## config.mk

```make
export PLATFORM = sky130hd
export DESIGN_NAME = tmr8_dual_cmp
export DESIGN_NICKNAME = d
export VERILOG_FILES = /design/src/rtl/tmr_pkg.sv /design/src/rtl/tmr_tick_sel.sv /design/src/rtl/tmr_counter.sv /design/src/rtl/tmr_flag_bit.sv /design/src/rtl/tmr8_dual_cmp.sv
export SDC_FILE = /design/constraint.sdc
export NUM_CORES = 1
export LEC_CHECK = 0
export ABC_CLOCK_PERIOD_IN_PS = 2000
export BUFFER_PORTS_ARGS = -buffer_cell sky130_fd_sc_hd__buf_2
export CAP_MARGIN = 0
export CORE_MARGIN = 10
export CORE_UTILIZATION = 30
export DETAILED_ROUTE_END_ITERATION = 7
export GPL_ROUTABILITY_DRIVEN = 0
export PLACE_DENSITY = 0.53
export SETUP_SLACK_MARGIN = 0.15
export SLEW_MARGIN = 40
export SYNTH_ARGS = -nofsm -noshare
export SYNTH_HDL_FRONTEND = slang
export SYNTH_HIERARCHICAL = 1
export SYNTH_SLANG_ARGS = --single-unit
```

## constraint.sdc

```tcl
create_clock -name clk -period 2 [get_ports clk]
set_input_delay 0.3 -clock clk [delete_from_list [all_inputs] [get_ports clk]]
set_output_delay 0.3 -clock clk [all_outputs]
set_load 0.05 [all_outputs]
```

## src/rtl/tmr_pkg.sv

```systemverilog
package tmr_pkg;
  localparam int REG_AW = 3;
  localparam int NFLAG  = 3;

  localparam logic [REG_AW-1:0] A_CTRL  = 3'd0;
  localparam logic [REG_AW-1:0] A_COUNT = 3'd1;
  localparam logic [REG_AW-1:0] A_CMPA  = 3'd2;
  localparam logic [REG_AW-1:0] A_CMPB  = 3'd3;
  localparam logic [REG_AW-1:0] A_IEN   = 3'd4;
  localparam logic [REG_AW-1:0] A_FLAGS = 3'd5;

  localparam int FL_OVF = 0;
  localparam int FL_CA  = 1;
  localparam int FL_CB  = 2;

  typedef enum logic [1:0] {
    MODE_FREE = 2'd0,
    MODE_CTC  = 2'd1,
    MODE_UPDN = 2'd2,
    MODE_RSV  = 2'd3
  } tmr_mode_e;
endpackage

```

## src/rtl/tmr_tick_sel.sv

```systemverilog
module tmr_tick_sel #(
  parameter int SELW = 3
) (
  input  logic [SELW-1:0]      sel,
  input  logic [(1<<SELW)-1:0] src,
  output logic                 tick
);
  // Select code zero means "no source"; bit 0 of src is never used.
  assign tick = (sel != '0) && src[sel];
endmodule

```

## src/rtl/tmr_counter.sv

```systemverilog
module tmr_counter
  import tmr_pkg::*;
#(
  parameter int W = 8
) (
  input  logic         clk,
  input  logic         rst,
  input  logic         tick,
  input  tmr_mode_e    mode,
  input  logic [W-1:0] clr_val,
  input  logic         ld,
  input  logic [W-1:0] ld_val,
  output logic [W-1:0] cnt,
  output logic         ovf_evt,
  output logic         at_top,
  output logic         at_bot
);
  localparam logic [W-1:0] MAXV = '1;
  localparam logic [W-1:0] ONE  = W'(1);

  logic [W-1:0] cnt_q, nxt;
  logic         up_q, eff_up;

  always_comb begin
    eff_up  = up_q;
    nxt     = cnt_q;
    ovf_evt = 1'b0;
    case (mode)
      MODE_CTC: begin
        eff_up = 1'b1;
        nxt    = (cnt_q == clr_val) ? '0 : cnt_q + ONE;
      end
      MODE_UPDN: begin
        if (cnt_q == MAXV)    eff_up = 1'b0;
        else if (cnt_q == '0) eff_up = 1'b1;
        nxt     = eff_up ? cnt_q + ONE : cnt_q - ONE;
        ovf_evt = tick && !eff_up && (cnt_q == ONE);
      end
      default: begin
        eff_up  = 1'b1;
        nxt     = cnt_q + ONE;
        ovf_evt = tick && (cnt_q == MAXV);
      end
    endcase
  end

  always_ff @(posedge clk) begin
    if (rst) begin
      cnt_q <= '0;
      up_q  <= 1'b1;
    end else begin
      if (mode != MODE_UPDN) up_q <= 1'b1;
      else if (tick)         up_q <= eff_up;
      if (ld)        cnt_q <= ld_val;
      else if (tick) cnt_q <= nxt;
    end
  end

  assign cnt    = cnt_q;
  assign at_top = (cnt_q == MAXV);
  assign at_bot = (cnt_q == '0);
endmodule

```

## src/rtl/tmr_flag_bit.sv

```systemverilog
module tmr_flag_bit (
  input  logic clk,
  input  logic rst,
  input  logic set,
  input  logic clr,
  output logic q
);
  always_ff @(posedge clk) begin
    if (rst)      q <= 1'b0;
    else if (set) q <= 1'b1;
    else if (clr) q <= 1'b0;
  end
endmodule

```

## src/rtl/tmr8_dual_cmp.sv

```systemverilog
module tmr8_dual_cmp
  import tmr_pkg::*;
#(
  parameter int W   = 8,
  parameter int CSW = 3
) (
  input  logic                 clk,
  input  logic                 rst,
  input  logic [(1<<CSW)-1:0]  tick_src,
  input  logic                 reg_wr,
  input  logic [REG_AW-1:0]    reg_addr,
  input  logic [W-1:0]         reg_wdata,
  output logic [W-1:0]         reg_rdata,
  input  logic [NFLAG-1:0]     irq_ack,
  output logic [NFLAG-1:0]     irq,
  output logic                 cnt_top,
  output logic                 cnt_bottom
);
  localparam int MODE_LSB = CSW;
  localparam int MODE_MSB = CSW + 1;

  logic [CSW-1:0]   cs_q;
  tmr_mode_e        mode_q;
  logic [W-1:0]     cmpa_q, cmpb_q, cnt;
  logic [NFLAG-1:0] ien_q, flags, fl_set, fl_clr;
  logic             tick, ovf_evt;
  logic             wr_ctrl, wr_cnt, wr_ca, wr_cb, wr_ien, wr_fl;
  logic [W-1:0]     rd_mux;

  assign wr_ctrl = reg_wr && (reg_addr == A_CTRL);
  assign wr_cnt  = reg_wr && (reg_addr == A_COUNT);
  assign wr_ca   = reg_wr && (reg_addr == A_CMPA);
  assign wr_cb   = reg_wr && (reg_addr == A_CMPB);
  assign wr_ien  = reg_wr && (reg_addr == A_IEN);
  assign wr_fl   = reg_wr && (reg_addr == A_FLAGS);

  tmr_tick_sel #(.SELW(CSW)) u_tick (
    .sel (cs_q),
    .src (tick_src),
    .tick(tick)
  );

  tmr_counter #(.W(W)) u_cnt (
    .clk    (clk),
    .rst    (rst),
    .tick   (tick),
    .mode   (mode_q),
    .clr_val(cmpa_q),
    .ld     (wr_cnt),
    .ld_val (reg_wdata),
    .cnt    (cnt),
    .ovf_evt(ovf_evt),
    .at_top (cnt_top),
    .at_bot (cnt_bottom)
  );

  assign fl_set[FL_OVF] = ovf_evt;
  assign fl_set[FL_CA]  = tick && (cnt == cmpa_q);
  assign fl_set[FL_CB]  = tick && (cnt == cmpb_q);

  for (genvar i = 0; i < NFLAG; i++) begin : g_flag
    assign fl_clr[i] = irq_ack[i] || (wr_fl && reg_wdata[i]);
    tmr_flag_bit u_fl (
      .clk(clk),
      .rst(rst),
      .set(fl_set[i]),
      .clr(fl_clr[i]),
      .q  (flags[i])
    );
  end

  always_ff @(posedge clk) begin
    if (rst) begin
      cs_q   <= '0;
      mode_q <= MODE_FREE;
      cmpa_q <= '0;
      cmpb_q <= '0;
      ien_q  <= '0;
    end else begin
      if (wr_ctrl) begin
        cs_q   <= reg_wdata[CSW-1:0];
        mode_q <= tmr_mode_e'(reg_wdata[MODE_MSB:MODE_LSB]);
      end
      if (wr_ca)  cmpa_q <= reg_wdata;
      if (wr_cb)  cmpb_q <= reg_wdata;
      if (wr_ien) ien_q  <= reg_wdata[NFLAG-1:0];
    end
  end

  always_comb begin
    rd_mux = '0;
    case (reg_addr)
      A_CTRL: begin
        rd_mux[CSW-1:0]         = cs_q;
        rd_mux[MODE_MSB:MODE_LSB] = mode_q;
      end
      A_COUNT: rd_mux = cnt;
      A_CMPA:  rd_mux = cmpa_q;
      A_CMPB:  rd_mux = cmpb_q;
      A_IEN:   rd_mux[NFLAG-1:0] = ien_q;
      A_FLAGS: rd_mux[NFLAG-1:0] = flags;
      default: rd_mux = '0;
    endcase
  end

  always_ff @(posedge clk) begin
    if (rst) reg_rdata <= '0;
    else     reg_rdata <= rd_mux;
  end

  assign irq = flags & ien_q;
endmodule

```

# After elaboration in Yosys (flattened, before gate mapping)
# Index checks and enable logic that the tools add are counted.
totals:
  reg_bits: 44
  wordCells: 75
classes:
  addsub: 2
  reduce_logical: 27
  muxes: 21
  bitwise_logic: 1
  eq_ne: 12
  n_lt_le_gt_ge: 1
op_table:
  columns: ["cell", "n"]
  rows:
  - ["$mux W8", 4]
  - ["$pmux W3 S6", 1]
  - ["$eq A8 B8 Y1", 2]
  - ["$pmux W8 S2", 1]
  - ["$logic_and A1 B1 Y1", 15]
  - ["$mux W1", 11]
  - ["$pmux W3 S3", 1]
  - ["$add A8 B1 Y8 const B", 1]
  - ["$eq A8 B1 Y1 const B", 1]
  - ["$eq A8 B8 Y1 const B", 1]
  - ["$logic_not A8 Y1", 1]
  - ["$pmux W2 S4", 1]
  - ["$reduce_bool A2 Y1", 4]
  - ["$sub A8 B1 Y8 const B", 1]
  - ["$eq A3 B2 Y1 const B", 2]
  - ["$eq A3 B3 Y1 const B", 2]
  - ["$lt A3 B4 Y1 const B", 1]
  - ["$and A3 B3 Y3", 1]
  - ["$bmux W1 S3", 1]
  - ["$eq A3 B1 Y1 const B", 1]
  - ["$logic_not A3 Y1", 1]
  - ["$logic_or A1 B1 Y1", 3]
  - ["$reduce_bool A3 Y1", 1]
  - ["$eq A2 B1 Y1 const B", 1]
  - ["5 further kinds", 5]

# Depth between registers and ports, before layout
# Gate-level depths: netlist of the first run.
logic_depth:
  ltp_word: 9
  ltp_mapped: 9
  mapped_depth_nobuf: 9

# Hierarchy
# The synthesis of the first run kept the hierarchy.
modules_own_cells:
  columns: ["module", "cells_each", "area_each_um2", "seq_area_each_um2", "instances"]
  rows:
  - ["tmr8_dual_cmp", 173, 1631.6, 640.6, 1]
  - ["tmr_counter", 140, 1099.8, 180.2, 1]
  - ["tmr_flag_bit", 4, 38.8, 20.0, 3]
  - ["tmr_tick_sel", 5, 63.8, 0.0, 1]

# Worst setup path after synthesis of the first run
# OpenSTA, ideal clock, no wires.
synth_timing:
  path_kind: "flip-flop to flip-flop"
  start: "register u_cnt.cnt_q[0], in the netlist u_cnt/cnt[0]"
  end: "register u_cnt.cnt_q[2], in the netlist u_cnt/cnt[2]"
  stages_incl_launch_ff: 7
  setup_ns: 0.136
  path_slack_ns: -0.196
  t_arrival_ns: 2.060
  cell_sequence: "dfxtp_1 -> ha_1 -> nand3_4 -> nor3_4 -> nor2_1 -> a211oi_2 -> o22ai_1"
synth_between:
  word_cells_on_any_way: 13
  cone_classes: "add/sub (2); eq/ne (2); mux (8); reduce/logical (1)"
synth_rtl:
  columns: ["element", "line", "text"]
  rows:
  - ["start, declared", "tmr_counter.sv:21", "logic [W-1:0] cnt_q, nxt;"]
  - ["start signal, assigned", "tmr_counter.sv:54", "if (ld) cnt_q <= ld_val;"]
  - ["start signal, assigned", "tmr_counter.sv:55", "else if (tick) cnt_q <= nxt;"]
  - ["$eq A8 B8 Y1", null, null]
  - ["named net cnt_top", "tmr8_dual_cmp.sv:16", "output logic cnt_top,"]
  - ["$mux W1", "tmr_counter.sv:34", "if (cnt_q == MAXV) eff_up = 1'b0;"]
  - ["$mux W1", "tmr_counter.sv:28", "case (mode)"]
  - ["$mux W8", "tmr_counter.sv:36", "nxt = eff_up ? cnt_q + ONE : cnt_q - ONE;"]
  - ["$pmux W8 S2", "tmr_counter.sv:28", null]
  - ["$mux W8", "tmr_counter.sv:55", null]
  - ["$mux W8", "tmr_counter.sv:54", null]
# The timed path passes the listed nets, and every way through them passes these cells. The select of a mux whose other input is x is not followed.
# A chain may end at the register's enable or synchronous reset.

# Final worst setup path of the first run
layout_timing:
  start: "register cs_q[2]"
  end: "register u_cnt.up_q"
layout_between:
  elab_chain_len: 3
  word_cells_on_any_way: 4
  cone_classes: "mux (2); reduce/logical (2)"
layout_rtl:
  columns: ["element", "line", "text"]
  rows:
  - ["start, declared", "tmr8_dual_cmp.sv:22", "logic [CSW-1:0] cs_q;"]
  - ["start signal, assigned", "tmr8_dual_cmp.sv:81", "cs_q <= reg_wdata[CSW-1:0];"]
  - ["$bmux W1 S3", "tmr_tick_sel.sv:9", "assign tick = (sel != '0) && src[sel];"]
  - ["$mux W1 (not written as such)", "tmr_tick_sel.sv:9", null]
  - ["$logic_and A1 B1 Y1 *", "tmr_tick_sel.sv:9", null]
  - ["named net tick", "tmr8_dual_cmp.sv:26", "logic tick, ovf_evt;"]
  - ["end signal, assigned", "tmr_counter.sv:53", "else if (tick) up_q <= eff_up;"]
  - ["end, declared", "tmr_counter.sv:22", "logic up_q, eff_up;"]
# The timed path passes the listed nets; every way through them passes the cells marked *. The select of a mux whose other input is x is not followed.

==> results.json, run 1 <==
{
  "syn_nets": 360,
  "grt_pass1_wl_microns": 13600,
  "yosys_warnings": 6,
  "crit_family": "multiplexers",
  "fmax_mhz": 502,
  "cts_tree": "yes",
  "arrival_ns": 2.17,
  "path_cells": "mux2_4, mux4_2, buf_12, a21oi_2, a21oi_1, or3b_4",
  "nFillCells": 966,
  "critPathBufInv": 1,
  "synth-seq-cells": 44,
  "clkPwrFrac": 0.350,
  "slew_headroom": 0.650,
  "yosysSeqAreaShare": 0.303,
  "die_x_microns": 119,
  "p_leak_nw": 1.41,
  "num_vias": 2576,
  "crit_slowest_cell": "mux4_2",
  "p_sw_frac": 0.290,
  "detail_route.first_pass.iterations": 5,
  "whs_ns": 0.255,
  "diodes": 0,
  "place_hpwl_microns": 6270,
  "port_buffers": 36,
  "place_ws_ns": -0.0893,
  "grt_antenna_before_repair": 0,
  "drive_above_1_share": 0.320,
  "syn_area_sq_um": 2910,
  "vias_per_cell": 5.02,
  "rsz0062_at_grt": "true",
  "ant_nets": 0,
  "die_height_microns": 119,
  "max_cap_violations": 0,
  "fin_crit_ns": 1.99,
  "grt_pass1_vias": 2544,
  "insertion_delay_ns": 0.30,
  "combPwrFrac": 0.224,
  "clock-sinks": 44,
  "grtUsageTotal": 0.116,
  "hold_class": "in -> reg",
  "clkTransAtPathRegs_ns": 0.09,
  "drt_iter0_drc": 110,
  "tightest_slew_ns": 0.525,
  "setup_viol": 0,
  "yosys.area.top_type": "dfxtp_1",
  "start_util": 0.312,
  "synth_area_leaders": "dfxtp_1 (30%), mux2i_1 (7.9%), xnor2_1 (6.0%), nand2_1 (4.4%), xor2_1 (3.9%)",
  "synth_edf_count": 0,
  "ir_worst_vdd_uv": 412,
  "io_pins": 38,
  "synthFlopType": "dfxtp_1",
  "dieArea_sq_um": 14000,
  "slowest_delay_ns": 0.50,
  "cts_inserted_buffers": 5,
  "syn_inst": 330,
  "core.rowCount": 35,
  "htree_levels": 2,
  "grt_max_degree": 27,
  "crit_path_end_kind": "register",
  "p_sw_w": 0.000641,
  "fin_skew_ns": 0.00997,
  "fin_crit_sh": 0.995,
  "maxSlewViolCount": 0,
  "core-area_sq_um": 9330,
  "gr-total-overflow": 0,
  "cts_buffer_depth": 2,
  "nets": 414,
  "status": "completed",
  "fin_ws_ns": 0.00954,
  "powerDensity_nw_per_um2": 611,
  "yosysTopAreaCellShare": 0.303,
  "crit_fanout": 14,
  "intPower_w": 0.00157,
  "ys_async_sr_fraction": 0,
  "worstSetupStartpointType": "register",
  "routedWlPerCell_microns": 16.3,
  "timing_hold_violations_final": 0,
  "seqPwrFrac": 0.425,
  "drt_drc_violations_left": 0,
  "avgSynthCellArea_sq_um": 8.82,
  "wirelength_microns": 8340,
  "worstSetupPathType": "reg -> reg",
  "synth_cell_types": 63,
  "syn_to_final_growth_pct": 24.5,
  "root_buffer": "clkbuf_8",
  "cp.required_ns": 2.18
}
==> stage by stage <==
stage               TNS [ns]  cells   util  instance area [sq um]  power [W]
floorplan                  0    330      -                   3010    0.00129
global route          -0.278    513  0.389                   3620    0.00231
finish                     0    513  0.389                   3620    0.00221
CTS                        0    513  0.384                   3580    0.00221
global placement     -0.0826    504  0.367                   3430    0.00142
detailed placement    -0.356    504  0.367                   3430    0.00143
==> path summary, 6_finish.rpt <==
| kind | startpoint | to | slack, ns | cells after the start |
|---|---|---|---|---|
| setup / recovery | cs_q[2] | u_cnt/up_q | 0.01 | 6 |
| hold / removal | reg_wdata[5] | cmpb_q[5] | 0.25 | 3 |
| setup reg to reg | cs_q[2] | u_cnt/up_q | 0.01 | 6 |
| hold reg to reg | cmpb_q[0] | cmpb_q[0] | 0.49 | 2 |
==> cell usage in the layout (no fill, tap or decap), types with 6 or more instances in the layout <==
master    instances
xnor2_1          20
o22ai_1           7
inv_1            12
dfxtp_1          38
buf_2            34
buf_4            32
nor2_1           23
mux2i_1          23
nor3_1           11
nand2_1          31
xor2_1           13
nand2b_1          6
a21oi_1          16
==> final cells by class <==
cell class	count	area, sq um	area share
clock buffers	6	93.8	0.0259
clock inverters	1	30.0	0.00828
inverters	12	45.0	0.0124
multi-input cells	253	1950	0.539
flip-flops and latches	44	898	0.248
well taps	129	161	0.0445
repair buffers	68	442	0.122
==> worst min-delay path, delay by kind of cell <==
family | cells | cell delay [ns]
simple gates | 1 | 0.05
compound gates | 1 | 0.05
buf+inv | 1 | 0.11
==> registers in the layout, indices dropped and copies added (netlist names) <==
name	count
cmpa_q	8
cmpb_q	8
cs_q	3
g_flag.u_fl/q	3
ien_q	3
mode_q	2
reg_rdata	8
u_cnt/cnt	8
u_cnt/up_q	1
==> cell usage after synthesis, drive strengths merged (3+ instances only) <==
cell    instances
a21oi          20
nand2          34
o31ai           3
mux2            7
buf            12
and2            5
ha              5
clkbuf          9
nand4           3
mux2i          23
dfxtp          44
a22oi           3
nor3           16
nor2b           3
nand3           5
o22ai           7
xor2           13
xnor2          20
nor2           23
nor4            5
inv            12
a21o            4
mux4            3
a41oi           3
a211o           5
nand2b          7
==> power groups by stage <==
stage          sequential (W)  combinational [W]  clock [W]
2_1_floorplan        0.000958           0.000331          0
3_3_place_gp         0.000963           0.000459          0
3_5_place_dp         0.000963           0.000464          0
4_1_cts              0.000943           0.000481   0.000790
5_1_grt              0.000947           0.000539   0.000828
6_report             0.000941           0.000496   0.000775
==> timing repair <==
action	4_1_cts	5_1_grt
hold buffers	0	0
setup endpoints to repair	14	14
gates cloned	0	0
setup buffers	2	0
pin swaps	2	3
gates resized for setup	2	12
==> per-layer routing <==
metal / part of all wire / GRT usage / wire length (microns)
met2: 0.47 / 0.191 / 3940
met5: 0 / 0 / 0
met4: 0.0062 / 0.0229 / 52
met3: 0.051 / 0.0228 / 426
met1: 0.47 / 0.154 / 3920
==> logic make-up (layout without fill, tap and decap cells) <==
kind of cell / after synthesis / count (layout) / share of synthesized area
simple gates: 121 / 121 / 0.235
compound gates: 61 / 61 / 0.155
flops: 44 / 44 / 0.303
xor+xnor: 33 / 33 / 0.0993
mux: 33 / 33 / 0.129
buf+inv: 33 / 87 / 0.0572
fa+ha+maj: 5 / 5 / 0.0215
(Power assumes the default switching activity.)
==> inputs of run 2 (changes only) <==
--- a/config.mk
+++ b/config.mk
@@ -9,10 +9,11 @@
 export BUFFER_PORTS_ARGS = -buffer_cell sky130_fd_sc_hd__buf_2
 export CAP_MARGIN = 0
 export CORE_MARGIN = 10
-export CORE_UTILIZATION = 30
+export CORE_UTILIZATION = 35
 export DETAILED_ROUTE_END_ITERATION = 7
 export GPL_ROUTABILITY_DRIVEN = 0
-export PLACE_DENSITY = 0.53
+export PLACE_DENSITY = 0.59
+export RECOVER_POWER = 100
 export SETUP_SLACK_MARGIN = 0.15
 export SLEW_MARGIN = 40
 export SYNTH_ARGS = -nofsm -noshare
==> results.json, run 2 (same netlist as run 1, synthesis figures left out) <==
{
  "grt_max_degree": 34,
  "timing_hold_violations_final": 0,
  "ant_nets": 0,
  "crit_slowest_cell": "mux4_2",
  "cts_inserted_buffers": 5,
  "detail_route.first_pass.iterations": 4,
  "path_cells": "mux2_4, mux4_2, buf_12, a21oi_2, a21oi_1, or3b_4",
  "place_hpwl_microns": 5950,
  "grt_antenna_before_repair": 0,
  "hold_class": "in -> reg",
  "seqPwrFrac": 0.444,
  "cp.required_ns": 2.19,
  "crit_path_end_kind": "register",
  "port_buffers": 36,
  "final_common_cell": "dfxtp_1",
  "p_sw_w": 0.000644,
  "whs_ns": 0.254,
  "power_w": 0.00215,
  "slew_headroom": 0.277,
  "start_util": 0.356,
  "crit_fanout": 14,
  "setup_viol": 0,
  "core.rowCount": 33,
  "crit_family": "multiplexers",
  "clkPwrFrac": 0.337,
  "insertion_delay_ns": 0.31,
  "die_height_microns": 111,
  "placed_area_sq_um": 3370,
  "p_sw_frac": 0.300,
  "syn_to_final_growth_pct": 20.9,
  "slowest_delay_ns": 0.50,
  "nets": 412,
  "maxSlewViolCount": 0,
  "root_buffer": "clkbuf_8",
  "grt_pass1_vias": 2612,
  "vias_per_cell": 5.24,
  "fin_crit_ns": 1.97,
  "diodes": 0,
  "wirelength_microns": 7910,
  "gr-total-overflow": 0,
  "max_cap_violations": 0,
  "critPathBufInv": 1,
  "dieArea_sq_um": 12400,
  "drive_above_1_share": 0.282,
  "core-area_sq_um": 8180,
  "combPwrFrac": 0.219,
  "intPower_w": 0.00150,
  "fin_crit_sh": 0.985,
  "clkTransAtPathRegs_ns": 0.09,
  "powerDensity_nw_per_um2": 610,
  "grtUsageTotal": 0.128,
  "drt_drc_violations_left": 0,
  "ir_worst_vdd_uv": 269,
  "worstSetupPathType": "reg -> reg",
  "p_leak_nw": 1.33,
  "num_vias": 2556,
  "routedWlPerCell_microns": 16.2,
  "grt_pass1_wl_microns": 13400,
  "drt_iter0_drc": 107,
  "clock-sinks": 44,
  "status": "completed",
  "io_pins": 38,
  "cts_tree": "yes",
  "final_cell_area_sq_um": 3520,
  "placed_cells": 475,
  "htree_levels": 2,
  "layout_common_cells": "dfxtp_1 (36), nand2_1 (33), buf_4 (27)",
  "fmax_mhz": 507,
  "die_x_microns": 111,
  "tightest_slew_ns": 1.09,
  "rsz0062_at_grt": "true",
  "final_cells": 488,
  "worstSetupStartpointType": "register",
  "fin_skew_ns": 0.00823,
  "arrival_ns": 2.16,
  "cts_buffer_depth": 2
}
run 2: metal layers:
metal	global-route usage	share of wire	routed length [microns]
met1	0.168	0.48	3760
met2	0.208	0.47	3730
met3	0.0227	0.042	330
met4	0.0360	0.0099	78
met5	0	0	0
run 2: final cells by class:
| cell class | count | area [sq um] |
|---|---|---|
| Clock buffer | 5 | 68.8 |
| Clock inverter | 3 | 45.0 |
| Tap cell | 105 | 131 |
| Sequential cell | 44 | 896 |
| Timing Repair Buffer | 66 | 410 |
| Fill cell | 826 | 4660 |
| Inverter | 12 | 45.0 |
| Multi-Input combinational cell | 253 | 1920 |
run 2: worst min-delay path, stage by stage:
cell and delay (ns):
buf_2 0.12, nand2_1 0.05, a21oi_1 0.05
run 2: power by group through the flow:
stage	logic (W)	registers [W]	clock network, W
floorplan	0.000331	0.000958	0
global placement	0.000438	0.000969	0
detailed placement	0.000443	0.000970	0
CTS	0.000455	0.000951	0.000746
global route	0.000514	0.000957	0.000786
finish	0.000470	0.000952	0.000723
run 2: path summary, 6_finish.rpt:
path	cells after the start	to	from	slack, ns
hold / removal	3	cmpb_q[7]	reg_wdata[7]	0.25
setup / recovery	6	u_cnt/up_q	cs_q[2]	0.03
setup reg to reg	6	u_cnt/up_q	cs_q[2]	0.03
hold reg to reg	2	cmpb_q[7]	cmpb_q[7]	0.49
run 2: what timing repair did:
| action | in CTS | in global routing |
|---|---|---|
| setup buffers | 2 | 3 |
| hold buffers | 0 | 0 |
| setup endpoints to repair | 11 | 11 |
| pin swaps | 4 | 3 |
| gates cloned | 0 | 0 |
| gates resized for setup | 3 | 9 |
run 2: stage by stage:
step                 util  setup WS [ns]  TNS (ns)
finish              0.431         0.0295         0
global route        0.431        -0.0517    -0.216
global placement    0.412         0.0427         0
CTS                 0.429        0.00940         0
floorplan               -         0.0463         0
detailed placement  0.412         0.0226         0
